File: src/rtl/qpsk_pkg.sv
package qpsk_pkg;
  typedef struct packed {
    logic i;
    logic q;
  } dibit_t;

  localparam int unsigned NCH = 2;
endpackage

File: src/rtl/qpsk_zc.sv
module qpsk_zc #(
  parameter int unsigned CAR_W = 12
) (
  input  logic             clk_i,
  input  logic             rst_ni,
  input  logic [CAR_W-1:0] cos_i,
  output logic             zc_o
);
  logic prev_neg_q;

  always_ff @(posedge clk_i or negedge rst_ni) begin
    if (!rst_ni) prev_neg_q <= 1'b0;
    else         prev_neg_q <= cos_i[CAR_W-1];
  end

  // rising crossing: negative before, non-negative now
  assign zc_o = prev_neg_q & ~cos_i[CAR_W-1];
endmodule

File: src/rtl/qpsk_dibit_pack.sv
module qpsk_dibit_pack
  import qpsk_pkg::*;
(
  input  logic   clk_i,
  input  logic   rst_ni,
  input  logic   bit_i,
  input  logic   bit_vld_i,
  input  logic   take_i,
  output logic   pend_vld_o,
  output dibit_t pend_o,
  output logic   overrun_o
);
  logic odd_q, even_q, done;

  assign done = bit_vld_i & odd_q;

  always_ff @(posedge clk_i or negedge rst_ni) begin
    if (!rst_ni) begin
      odd_q  <= 1'b0;
      even_q <= 1'b0;
    end else if (bit_vld_i) begin
      odd_q <= ~odd_q;
      if (!odd_q) even_q <= bit_i;
    end
  end

  always_ff @(posedge clk_i or negedge rst_ni) begin
    if (!rst_ni) begin
      pend_vld_o <= 1'b0;
      pend_o     <= '0;
      overrun_o  <= 1'b0;
    end else if (done) begin
      pend_o     <= '{i: even_q, q: bit_i};
      pend_vld_o <= 1'b1;
      if (pend_vld_o && !take_i) overrun_o <= 1'b1;
    end else if (take_i) begin
      pend_vld_o <= 1'b0;
    end
  end

  p_pend_on_pair_r1: assert property (@(posedge clk_i) disable iff (!rst_ni)
    $rose(pend_vld_o) |-> $past(bit_vld_i && odd_q));
  p_overrun_sticky_r7: assert property (@(posedge clk_i) disable iff (!rst_ni)
    overrun_o |=> overrun_o);
endmodule

File: src/rtl/qpsk_chan.sv
module qpsk_chan #(
  parameter int unsigned CAR_W = 12
) (
  input  logic signed [CAR_W-1:0] car_i,
  input  logic                    inv_i,
  output logic signed [CAR_W-1:0] prod_o
);
  localparam logic signed [CAR_W-1:0] MAX_V = {1'b0, {(CAR_W-1){1'b1}}};
  localparam logic signed [CAR_W-1:0] MIN_V = {1'b1, {(CAR_W-1){1'b0}}};

  always_comb begin
    if (!inv_i)              prod_o = car_i;
    else if (car_i == MIN_V) prod_o = MAX_V;
    else                     prod_o = -car_i;
  end

  always_comb begin
    if (inv_i && car_i != '0)
      p_neg_sign_r2: assert (prod_o[CAR_W-1] != car_i[CAR_W-1]);
    if (inv_i && car_i == MIN_V)
      p_sat_r5: assert (prod_o > 0);
  end
endmodule

File: src/rtl/qpsk_mod.sv
module qpsk_mod
  import qpsk_pkg::*;
#(
  parameter int unsigned CAR_W = 12,
  localparam int unsigned OUT_W = CAR_W + 1
) (
  input  logic                    clk_i,
  input  logic                    rst_ni,
  input  logic                    bit_i,
  input  logic                    bit_vld_i,
  input  logic signed [CAR_W-1:0] cos_i,
  input  logic signed [CAR_W-1:0] sin_i,
  output logic signed [OUT_W-1:0] sample_o,
  output logic                    i_sign_o,
  output logic                    q_sign_o,
  output logic                    sym_stb_o,
  output logic                    overrun_o
);
  logic   zc, take, pend_vld;
  dibit_t pend, sign_q, sign_nxt;

  logic signed [CAR_W-1:0] car  [NCH];
  logic signed [CAR_W-1:0] prod [NCH];
  logic                    inv  [NCH];
  logic signed [OUT_W-1:0] ext  [NCH];

  qpsk_zc #(.CAR_W(CAR_W)) u_zc (
    .clk_i(clk_i), .rst_ni(rst_ni), .cos_i(cos_i), .zc_o(zc)
  );

  assign take = zc & pend_vld;

  qpsk_dibit_pack u_pack (
    .clk_i(clk_i), .rst_ni(rst_ni), .bit_i(bit_i), .bit_vld_i(bit_vld_i),
    .take_i(take), .pend_vld_o(pend_vld), .pend_o(pend), .overrun_o(overrun_o)
  );

  // new signs already apply to the crossing sample
  assign sign_nxt = take ? pend : sign_q;

  assign car[0] = cos_i;
  assign car[1] = sin_i;
  assign inv[0] = sign_nxt.i;
  assign inv[1] = sign_nxt.q;

  for (genvar c = 0; c < NCH; c++) begin : g_ch
    qpsk_chan #(.CAR_W(CAR_W)) u_chan (
      .car_i(car[c]), .inv_i(inv[c]), .prod_o(prod[c])
    );
    assign ext[c] = {prod[c][CAR_W-1], prod[c]};
  end

  always_ff @(posedge clk_i or negedge rst_ni) begin
    if (!rst_ni) begin
      sign_q    <= '0;
      sym_stb_o <= 1'b0;
      sample_o  <= '0;
    end else begin
      sign_q    <= sign_nxt;
      sym_stb_o <= take;
      sample_o  <= ext[0] + ext[1];
    end
  end

  assign i_sign_o = sign_q.i;
  assign q_sign_o = sign_q.q;

  p_stb_at_zc_r6: assert property (@(posedge clk_i) disable iff (!rst_ni)
    sym_stb_o |-> $past(zc));
  p_stb_single_r6: assert property (@(posedge clk_i) disable iff (!rst_ni)
    sym_stb_o |=> !sym_stb_o);
  p_sign_hold_r6: assert property (@(posedge clk_i) disable iff (!rst_ni)
    !sym_stb_o |-> $stable({i_sign_o, q_sign_o}));
endmodule

File: config.mk
export PLATFORM = sky130hd
export DESIGN_NAME = qpsk_mod
export DESIGN_NICKNAME = d
export VERILOG_FILES = /design/src/rtl/qpsk_pkg.sv /design/src/rtl/qpsk_zc.sv /design/src/rtl/qpsk_dibit_pack.sv /design/src/rtl/qpsk_chan.sv /design/src/rtl/qpsk_mod.sv
export SDC_FILE = /design/constraint.sdc
export NUM_CORES = 1
export LEC_CHECK = 0
export ABC_AREA = 1
export ABC_CLOCK_PERIOD_IN_PS = 4300
export CAP_MARGIN = 10
export CELL_PAD_IN_SITES_DETAIL_PLACEMENT = 0
export CELL_PAD_IN_SITES_GLOBAL_PLACEMENT = 1
export CORE_ASPECT_RATIO = 1.5
export CORE_UTILIZATION = 36
export CTS_CLUSTER_DIAMETER = 60
export CTS_CLUSTER_SIZE = 14
export DETAILED_ROUTE_END_ITERATION = 10
export PLACE_DENSITY_LB_ADDON = 0.1
export SYNTH_ARGS = -nofsm -noshare
export SYNTH_HDL_FRONTEND = slang
export SYNTH_SLANG_ARGS = --single-unit
File: constraint.sdc
create_clock -name clk_i -period 4.3 [get_ports clk_i]
set_clock_uncertainty 0.05 [all_clocks]
set_input_delay 1.29 -clock clk_i [delete_from_list [all_inputs] [get_ports clk_i]]
set_output_delay 1.29 -clock clk_i [all_outputs]
set_load 0.01 [all_outputs]
### Word level (Yosys, flattened, before mapping)

Cells that the tools add are included.

| word-level totals | value |
|---|---|
| register bits | 23 |
| logic and storage cells | 33 |

| cells by class | value |
|---|---|
| $add $sub $neg | 3 |
| equality and inequality tests | 2 |
| multiplexer cells | 7 |
| bitwise logic cells | 5 |
| reductions and logical operators | 5 |

Operator list:

| operator | count |
|---|---|
| $mux 12 | 4 |
| $eq 12x12->1 const B | 2 |
| $neg 12->12 | 2 |
| $add 12x12->13 | 1 |
| $reduce_and 2->1 | 2 |
| $and 1x1->1 | 3 |
| $mux 1 | 2 |
| $mux 2 | 1 |
| $not 1->1 | 2 |
| $reduce_bool 2->1 | 1 |
| $logic_and 1x1->1 | 1 |
| $logic_not 1->1 | 1 |

### Longest topological paths before layout

Gate-level depths: netlist of the first run.

| logic depth | value |
|---|---|
| depth after elaboration | 6 |
| gate-level depth with buffers | 18 |
| gate-level depth less buffers | 17 |

### By module

From an unflattened synthesis of the first run, not the netlist that was laid out.

| unflattened totals | value |
|---|---|
| cells, all modules | 339 |
| area total of the unflattened synthesis | 2227.1 um2 |

By module, submodules not included:

| module | times used | cells each | area each (um2) | sequential area each (um2) |
|---|---|---|---|---|
| qpsk_mod | 1 | 157 | 1128.6 | 400.4 |
| qpsk_chan (g_ch[1].u_chan) | 1 | 75 | 427.9 | 0.0 |
| qpsk_chan (g_ch[0].u_chan) | 1 | 78 | 400.4 | 0.0 |
| qpsk_dibit_pack | 1 | 26 | 235.2 | 150.1 |
| qpsk_zc | 1 | 3 | 35.0 | 25.0 |

### Worst setup path after synthesis of the first run

Ideal clock, no wire load.

| path | value |
|---|---|
| path kind | in2reg |
| start point | input port cos_i[0] |
| end point | register sample_o[12] |
| setup time | 0.117 ns |
| arrival time | 3.193 ns |
| setup slack | 0.940 ns |
| cell stages on the path | 17 |
| buffers on the path | 1 |
| cell sequence | inv_1 > ha_1 > nand3_1 > inv_1 > nand2_1 > inv_1 > nand3_2 > buf_4 > nand2_1 > ha_1 > fa_1 > nand3_1 > nand3_1 > nand3_1 > nand3_1 > nand2_1 > nand2_1 |

| between the ends | value |
|---|---|
| word-level cells in the longest chain between the ends | 4 |
| elaborated cells between the ends (all ways) | 5 |

RTL lines:

| element | line | source |
|---|---|---|
| start: declaration | qpsk_mod.sv:11 | `input logic signed [CAR_W-1:0] cos_i,` |
| $neg 12->12 or $eq 12x12->1 (tied branches) | qpsk_chan.sv:14, qpsk_chan.sv:13 |  |
| $mux 12 | qpsk_chan.sv:13 | `else if (car_i == MIN_V) prod_o = MAX_V;` |
| $mux 12 (*) | qpsk_chan.sv:12 | `if (!inv_i) prod_o = car_i;` |
| $add 12x12->13 (*) | qpsk_mod.sv:61 | `sample_o <= ext[0] + ext[1];` |
| end signal: assignment | qpsk_mod.sv:61 |  |
| end: declaration | qpsk_mod.sv:13 | `output logic signed [OUT_W-1:0] sample_o,` |

Every way passes the cells marked *; elsewhere a longest branch is shown, timed or not.
A chain may end at the register's enable or synchronous reset.

### Worst setup path after layout of the first run

| path | value |
|---|---|
| start point | input port cos_i[11] |
| end point | register sample_o[8] |

| between the ends | value |
|---|---|
| word-level cells in the longest chain between the ends | 6 |
| elaborated cells between the ends (all ways) | 9 |

RTL lines:

| element | line | source |
|---|---|---|
| $not 1->1 | qpsk_zc.sv:17 | `assign zc_o = prev_neg_q & ~cos_i[CAR_W-1];` |
| $and 1x1->1 | qpsk_zc.sv:17 |  |
| $and 1x1->1 | qpsk_mod.sv:31 | `assign take = zc & pend_vld;` |
| $mux 2 | qpsk_mod.sv:39 | `assign sign_nxt = take ? pend : sign_q;` |
| $mux 12 | qpsk_chan.sv:12 |  |
| $add 12x12->13 (*) | qpsk_mod.sv:61 |  |

Marked as above.

==> results of run 1 <==
state kept, by name (all words and copies together) (netlist names):
name,cells
i_sign_o,1
q_sign_o,1
sample_o,13
sym_stb_o,1
u_pack.even_q,1
u_pack.odd_q,1
u_pack.overrun_o,1
u_pack.pend_o,2
u_pack.pend_vld_o,1
u_zc.prev_neg_q,1
worst register-to-register path, cell delays in order, from the launching register on:
cell and delay, ns:
dfrtp_1 0.46, nand3_2 0.17, nand2_1 0.11, nand2_2 0.18, nand3_2 0.28, nand2_1 0.08, ha_1 0.23, fa_1 0.44
nand3_1 0.11, nand3_1 0.15, a21oi_1 0.19, xnor2_1 0.14
metal layers:
| layer | part of all wire | wire (µm) | up-vias | global-route usage |
|---|---|---|---|---|
| li1 | - | - | 1178 | - |
| met1 | 0.44 | 2353 | 942 | 0.2311 |
| met2 | 0.52 | 2749 | 44 | 0.3277 |
| met3 | 0.022 | 118 | 6 | 0.01415 |
| met4 | 0.020 | 105 | 0 | 0.05853 |
| met5 | 0 | 0 | - | 0 |
cell usage in the layout (no fill, tap or decap):
cell type,instances
clkbuf_8,3
dfrtp_1,23
inv_2,2
nand4_1,9
nand3_2,3
fa_1,1
xnor2_1,4
buf_4,1
clkdlybuf4s50_1,44
o21ai_1,5
ha_1,14
nand2_2,4
a31o_2,1
clkinv_2,1
nand3_1,52
or2_0,1
a31oi_1,1
nand2_4,2
nor3_1,3
a21oi_1,13
xor2_1,5
o21ai_0,4
nor2_1,36
nand2_1,98
inv_1,56
kinds of logic (layout without fill, tap and decap cells):
family / after synthesis / count (layout)
AND/OR/NAND/NOR: 208 / 208
flip-flops: 23 / 23
buffers and inverters: 62 / 107
adder cells (fa/ha/maj): 15 / 15
AO/OA/AOI/OAI: 24 / 24
XOR/XNOR: 9 / 9
cell type report:
cell class / count / area [µm²] / share of cell area
Sequential cell: 23 / 575.6 / 0.2136
Timing Repair Buffer: 45 / 447.9 / 0.1662
Inverter: 58 / 217.7 / 0.08078
Clock inverter: 1 / 5.005 / 0.001857
Tap cell: 72 / 90.09 / 0.03343
Multi-Input combinational cell: 256 / 1318 / 0.4889
Clock buffer: 3 / 41.29 / 0.01532
synthesized netlist by cell type (all sizes together):
master,n
a31o,1
a31oi,1
buf,4
xnor2,4
nand2,104
or2,1
nand4,9
ha,14
a21oi,13
nand3,55
fa,1
inv,58
xor2,5
nor3,3
o21ai,9
nor2,36
dfrtp,23
path summary, 6_finish.rpt:
kind | from | endpoint | cells after the start
max | cos_i[11] | sample_o[8]$_DFF_PN0_ | 13
min | u_pack.overrun_o$_DFFE_PN0P_ | u_pack.overrun_o$_DFFE_PN0P_ | 1
max reg2reg | u_pack.pend_vld_o$_DFFE_PN0P_ | sample_o[8]$_DFF_PN0_ | 11
min reg2reg | u_pack.overrun_o$_DFFE_PN0P_ | u_pack.overrun_o$_DFFE_PN0P_ | 1
max in group asynchronous | rst_ni | sample_o[0]$_DFF_PN0_ | 1
min in group asynchronous | rst_ni | i_sign_o$_DFF_PN0_ | 1
power by group:
part	internal [mW]	switching [mW]	total [mW]
registers	0.321	0.0472	0.368
logic	0.520	0.734	1.25
clock network	0.0646	0.0710	0.136
total	0.905	0.852	1.76
==> key figures, run 1 <==
Setup path
  • CP endpoint kind: flop
  • Slowest Stage Delay on Critical Path: 0.44 ns
  • Critical path fanouts, max: 15
  • Slowest stage cell, crit path: fa_1
  • Crit-path cells: clkdlybuf4s50_1 -> inv_2 -> nand3_2 -> nand2_1 -> nand2_2 -> nand3_2 -> nand2_1 -> ha_1 -> fa_1 -> nand3_1 -> nand3_1 -> a21oi_1 -> xnor2_1
  • Buf/Inv on CP: 2
  • Cell family with most CP delay: simple AND/OR/NAND/NOR gates
  • Arrival time at the worst endpoint: 3.93 ns
  • Reg2reg setup slack: 1.63 ns
  • Type of origin of the critical path: primary input
  • Critical Path RT: 4.43 ns
  • Critical Setup Path Class: in -> reg

Power and ir drop
  • Worst IR drop on VDD: 0.1888 mV
  • LEAKAGE: 1.435 nW
  • Pwr dens: 652.1 nW/µm²
  • Overall power: 1.757 mW

Min path
  • HP Class: reg -> reg

Placed design
  • Routability cong.: 0.8631
  • Port bufs: 44
  • Dpl ws: 0.2115 ns
  • Placed Cells: 454
  • Area after DPL: 2649 µm²
  • Post-DP HPWL: 4496 µm

Logic synthesis
  • Post-Syn Instances: 341
  • Main combinational cell family by area after synthesis: simple AND/OR/NAND/NOR gates
  • Synth Cell Area: 2152 µm²
  • Compound-cell area share of the yosys netlist: 0.05814
  • Synth top area share: 0.2674
  • Cell taking the most area after synthesis: dfrtp_1
  • Warnings, synthesis: 0
  • Post-synthesis mux area share: 0
  • Synth Area in Adders: 0.09070
  • Cells taking the most area after synthesis: dfrtp_1, nand2_1, nand3_1
  • Synth Area in XOR/XNOR: 0.03663
  • Seq/Total Area, Yosys: 0.2674
  • Synth Area in Simple Gates: 0.4267
  • Seq cells post-synth: 23
  • Syn_nets: 384
  • Syn_area_per_cell: 6.311 µm²
  • Cell variety after synth: 23

Global routing
  • Largest net degree at the start of global routing: 24
  • Total Routing Usage GR: 0.1849
  • Total gr overflow: 0
  • Global-route wire length before repair: 9232 µm
  • Antenna violations before repair: 0
  • Vias in the first global route: 2038

CTS
  • Cts bufs inserted: 3
  • Clock Latency Late Sink: 0.26 ns
  • TritonCTS clock tree: yes
  • Root Buffer: clkbuf_8
  • Post-CTS Setup Bufs: 0
  • Cts-stage hold buffer count: 0
  • Clk buf depth: 2
  • Sink Count: 23
  • Clk slew on worst S/H paths: 0.09 ns
  • Post-CTS resize count: 0
  • H-tree depth: 1

Route
  • Initial DRT Pass Iterations: 4
  • Vias per inst: 4.738
  • Routed Antenna Nets: 0
  • Iter 0 DRT Violations: 72
  • Via count: 2170
  • DR WL/cell: 11.63 µm
  • Drt total wl: 5326 µm
  • Number of remaining DRC errors: 0

Flow run
  • Max-cap violation count: 0

Cells and area
  • Final Util: 0.4658
  • Post-Layout Inst Area: 2695 µm²
  • Nets: 430
  • # diodes: 0
  • Layout area overhead: 25.23%
  • Post-Layout Cell Count: 458
  • Filler cells: 654
  • Share of layout cells above drive strength 1: 0.04404

Floorplan
  • I/O pin count: 45
  • Area of the core: 5786 µm²
  • Initial Utilization: 0.3720
  • Std-Cell Rows: 34
  • Die Wd: 65.13 µm
  • Die Y: 96.70 µm
  • Die area: 6298 µm²

Timing
  • Worst slew margin: 0.2952
  • Finish-stage setup viols: 0
  • Slew Viols, Final: 0
  • Minimum clock period: 3.792 ns
  • Worst Tran Pin Value: 1.054 ns
  • FMAX: 0.2637 GHz
  • RSZ-0062 raised after global routing: no
  • WHS: 0.4248 ns
  • Final hold viol count: 0
  • Fin crit share: 0.8820
  • Worst Setup Slack, final: 0.5076 ns
  • Total negative slack: 0 ns

Status
  • Status: finished, final reports clean
Note: power is estimated with default switching activity, not from simulation.
==> inputs of run 2 (changes only) <==
--- a/config.mk
+++ b/config.mk
@@ -11,7 +11,7 @@
 export CELL_PAD_IN_SITES_DETAIL_PLACEMENT = 0
 export CELL_PAD_IN_SITES_GLOBAL_PLACEMENT = 1
 export CORE_ASPECT_RATIO = 1.5
-export CORE_UTILIZATION = 36
+export CORE_UTILIZATION = 38
 export CTS_CLUSTER_DIAMETER = 60
 export CTS_CLUSTER_SIZE = 14
 export DETAILED_ROUTE_END_ITERATION = 10
==> run 2 against run 1 <==
Global-route usage grew 2.1 points; via count up 1.5%; sequential power is essentially flat; combinational power barely moved; clock power is essentially flat; utilization up 2.8 points; final area about the same; total power rose by 0.15%.
==> key figures, run 2 (synthesis gave the netlist of run 1 again) <==
Route
  • Initial DRT Pass Iterations: 4 (unchanged)
  • DR WL/cell: 11.98 µm (+3.1%)
  • Drt total wl: 5465 µm (+2.6%)
  • Via count: 2203 (+1.5%)
  • Iter 0 DRT Violations: 68 (-5.6%)
  • Number of remaining DRC errors: 0 (unchanged)
  • Vias per inst: 4.831 (+2.0%)
  • Routed Antenna Nets: 0 (unchanged)

Timing
  • Finish-stage setup viols: 0 (unchanged)
  • Worst slew margin: 0.3092 (+0.01404)
  • Fin crit share: 0.8794 (-0.002512)
  • Worst Setup Slack, final: 0.5184 ns (+0.01080 ns)
  • Slew Viols, Final: 0 (unchanged)
  • Final hold viol count: 0 (unchanged)
  • FMAX: 0.2644 GHz (+0.29%)
  • RSZ-0062 raised after global routing: no
  • Minimum clock period: 3.782 ns (-0.01080 ns)
  • Total negative slack: 0 ns (unchanged)
  • Worst Tran Pin Value: 1.033 ns (-0.02099 ns)

Cells and area
  • Most frequent cells in the layout: nand2_1, inv_1, nand3_1
  • Commonest non-fill, non-tap cell in the layout: nand2_1
  • # diodes: 0 (unchanged)
  • Largest registers in the final layout: sample_o (13), u_pack.pend_o (2)
  • Nets: 430 (unchanged)
  • Share of layout cells above drive strength 1: 0.04404 (unchanged)
  • Largest register FFs: 13 (unchanged)
  • Largest Register: sample_o
  • Layout area overhead: 25.12% (about the same)
  • Filler cells: 618 (-5.5%)

CTS
  • Clk slew on worst S/H paths: 0.09 ns (about the same)
  • Root Buffer: clkbuf_8
  • Cts-stage hold buffer count: 0 (unchanged)
  • Clk buf depth: 2 (unchanged)
  • Sink Count: 23 (unchanged)
  • Cts bufs inserted: 3 (unchanged)
  • TritonCTS clock tree: yes
  • Post-CTS resize count: 0 (unchanged)
  • Post-CTS Setup Bufs: 0 (unchanged)
  • H-tree depth: 1 (unchanged)
  • Clock Latency Late Sink: 0.27 ns (about the same)

Global routing
  • Total Routing Usage GR: 0.2054 (+0.02052)
  • Antenna violations before repair: 0 (unchanged)
  • Vias in the first global route: 2080 (+2.1%)
  • Total gr overflow: 0 (unchanged)
  • Global-route wire length before repair: 9446 µm (+2.3%)
  • Largest net degree at the start of global routing: 24 (unchanged)

Flow run
  • Max-cap violation count: 0 (unchanged)

Min path
  • Hold_sp: u_pack.overrun_o$_DFFE_PN0P_
  • Hold Path Sink: u_pack.overrun_o$_DFFE_PN0P_
  • HP Class: reg -> reg
  • WHS Path Cells: 1 (unchanged)

Power and ir drop
  • Gate power share: 0.714 (about the same)
  • Pwr dens: 653.7 nW/µm² (+0.25%)
  • LEAKAGE: 1.435 nW (unchanged)
  • Pint: 0.9051 mW (about the same)
  • Sequential Power Share: 0.208 (about the same)
  • Net Sw Power: 0.8549 mW (+0.34%)
  • Worst IR drop on VDD: 0.2255 mV (+19%)
  • Clock network power share: 0.079 (+0.002)
  • Overall power: 1.760 mW (+0.15%)
  • Switch share: 0.4857 (+0.0008977)

Floorplan
  • Area of the core: 5450 µm² (-5.8%)
  • I/O pin count: 45 (unchanged)
  • Initial Utilization: 0.3949 (+0.02289)
  • Die Wd: 63.45 µm (-2.6%)
  • Die Y: 94.17 µm (-2.6%)
  • Die area: 5975 µm² (-5.1%)
  • Std-Cell Rows: 33 (-2.9%)

Setup path
  • Worst Reg-to-Reg Cells: 13 (+2)
  • Critical path fanouts, max: 15 (unchanged)
  • Critical Setup Path Class: in -> reg
  • Worst r2r src: u_zc.prev_neg_q$_DFF_PN0_
  • Type of origin of the critical path: primary input
  • Critical Path RT: 4.42 ns (about the same)
  • CP endpoint kind: flop
  • Reg2Reg Capture Point: sample_o[12]$_DFF_PN0_
  • Arrival time at the worst endpoint: 3.90 ns (-0.03 ns)
  • Reg2reg setup slack: 1.63 ns (about the same)

Placed design
  • Dpl ws: 0.2292 ns (+0.01764 ns)
  • Port bufs: 44 (unchanged)
  • Post-DP HPWL: 4664 µm (+3.7%)
  • Routability cong.: 0.8612 (-0.22%)

Status
  • Status: finished, final reports clean
run 2: power by group through the flow:
stage	clock (mW)	combinational [mW]	sequential [mW]
2_1_floorplan	0	0.866	0.403
3_3_place_gp	0	1.27	0.371
3_5_place_dp	0	1.27	0.372
4_1_cts	0.147	1.28	0.367
5_1_grt	0.158	1.45	0.378
6_report	0.138	1.26	0.366
run 2: critical path: stages:
cell,delay [ns]
clkdlybuf4s50_1,0.43
inv_2,0.14
nand3_2,0.14
nand2_1,0.10
nand2_2,0.18
nand3_2,0.27
nand2_1,0.08
ha_1,0.23
fa_1,0.44
nand3_1,0.11
nand3_1,0.16
nand3_1,0.14
nand3_1,0.08
nand2_1,0.06
nand2_1,0.04
run 2: worst max-delay path by stage:
stage | from | end | slack [ns]
after CTS | cos_i[11] | sample_o[12]$_DFF_PN0_ | 0.51
after floorplan | cos_i[0] | sample_o[12]$_DFF_PN0_ | 0.94
after global routing | cos_i[11] | sample_o[12]$_DFF_PN0_ | 0.29
final | cos_i[11] | sample_o[12]$_DFF_PN0_ | 0.52
after detailed placement | cos_i[11] | sample_o[12]$_DFF_PN0_ | 0.23
after global placement | cos_i[11] | sample_o[12]$_DFF_PN0_ | 0.32
run 2: final cells by class:
cell class / instances / area, µm² / share of cell area
Clock buffer: 3 / 41.29 / 0.01533
Inverter: 58 / 217.7 / 0.08086
Sequential cell: 23 / 575.6 / 0.2138
Timing Repair Buffer: 45 / 447.9 / 0.1664
Multi-Input combinational cell: 256 / 1318 / 0.4893
Clock inverter: 1 / 5.005 / 0.001859
Tap cell: 70 / 87.58 / 0.03253
run 2: routing by layer:
layer / part of all wire / global-route usage / up-vias
li1: - / - / 1183
met1: 0.42 / 0.2312 / 982
met2: 0.54 / 0.3910 / 31
met3: 0.018 / 0.01699 / 7
met4: 0.021 / 0.07765 / 0
met5: 0 / 0 / -
run 2: stage by stage:
stage	instances	hold WS [ns]	cell area, µm²	util
floorplan	341	0.4249	2152	-
global placement	452	0.4066	2646	0.4855
detailed placement	452	0.4168	2646	0.4855
CTS	456	0.4383	2693	0.4940
global route	456	0.4599	2693	0.4940
finish	456	0.4303	2693	0.4940
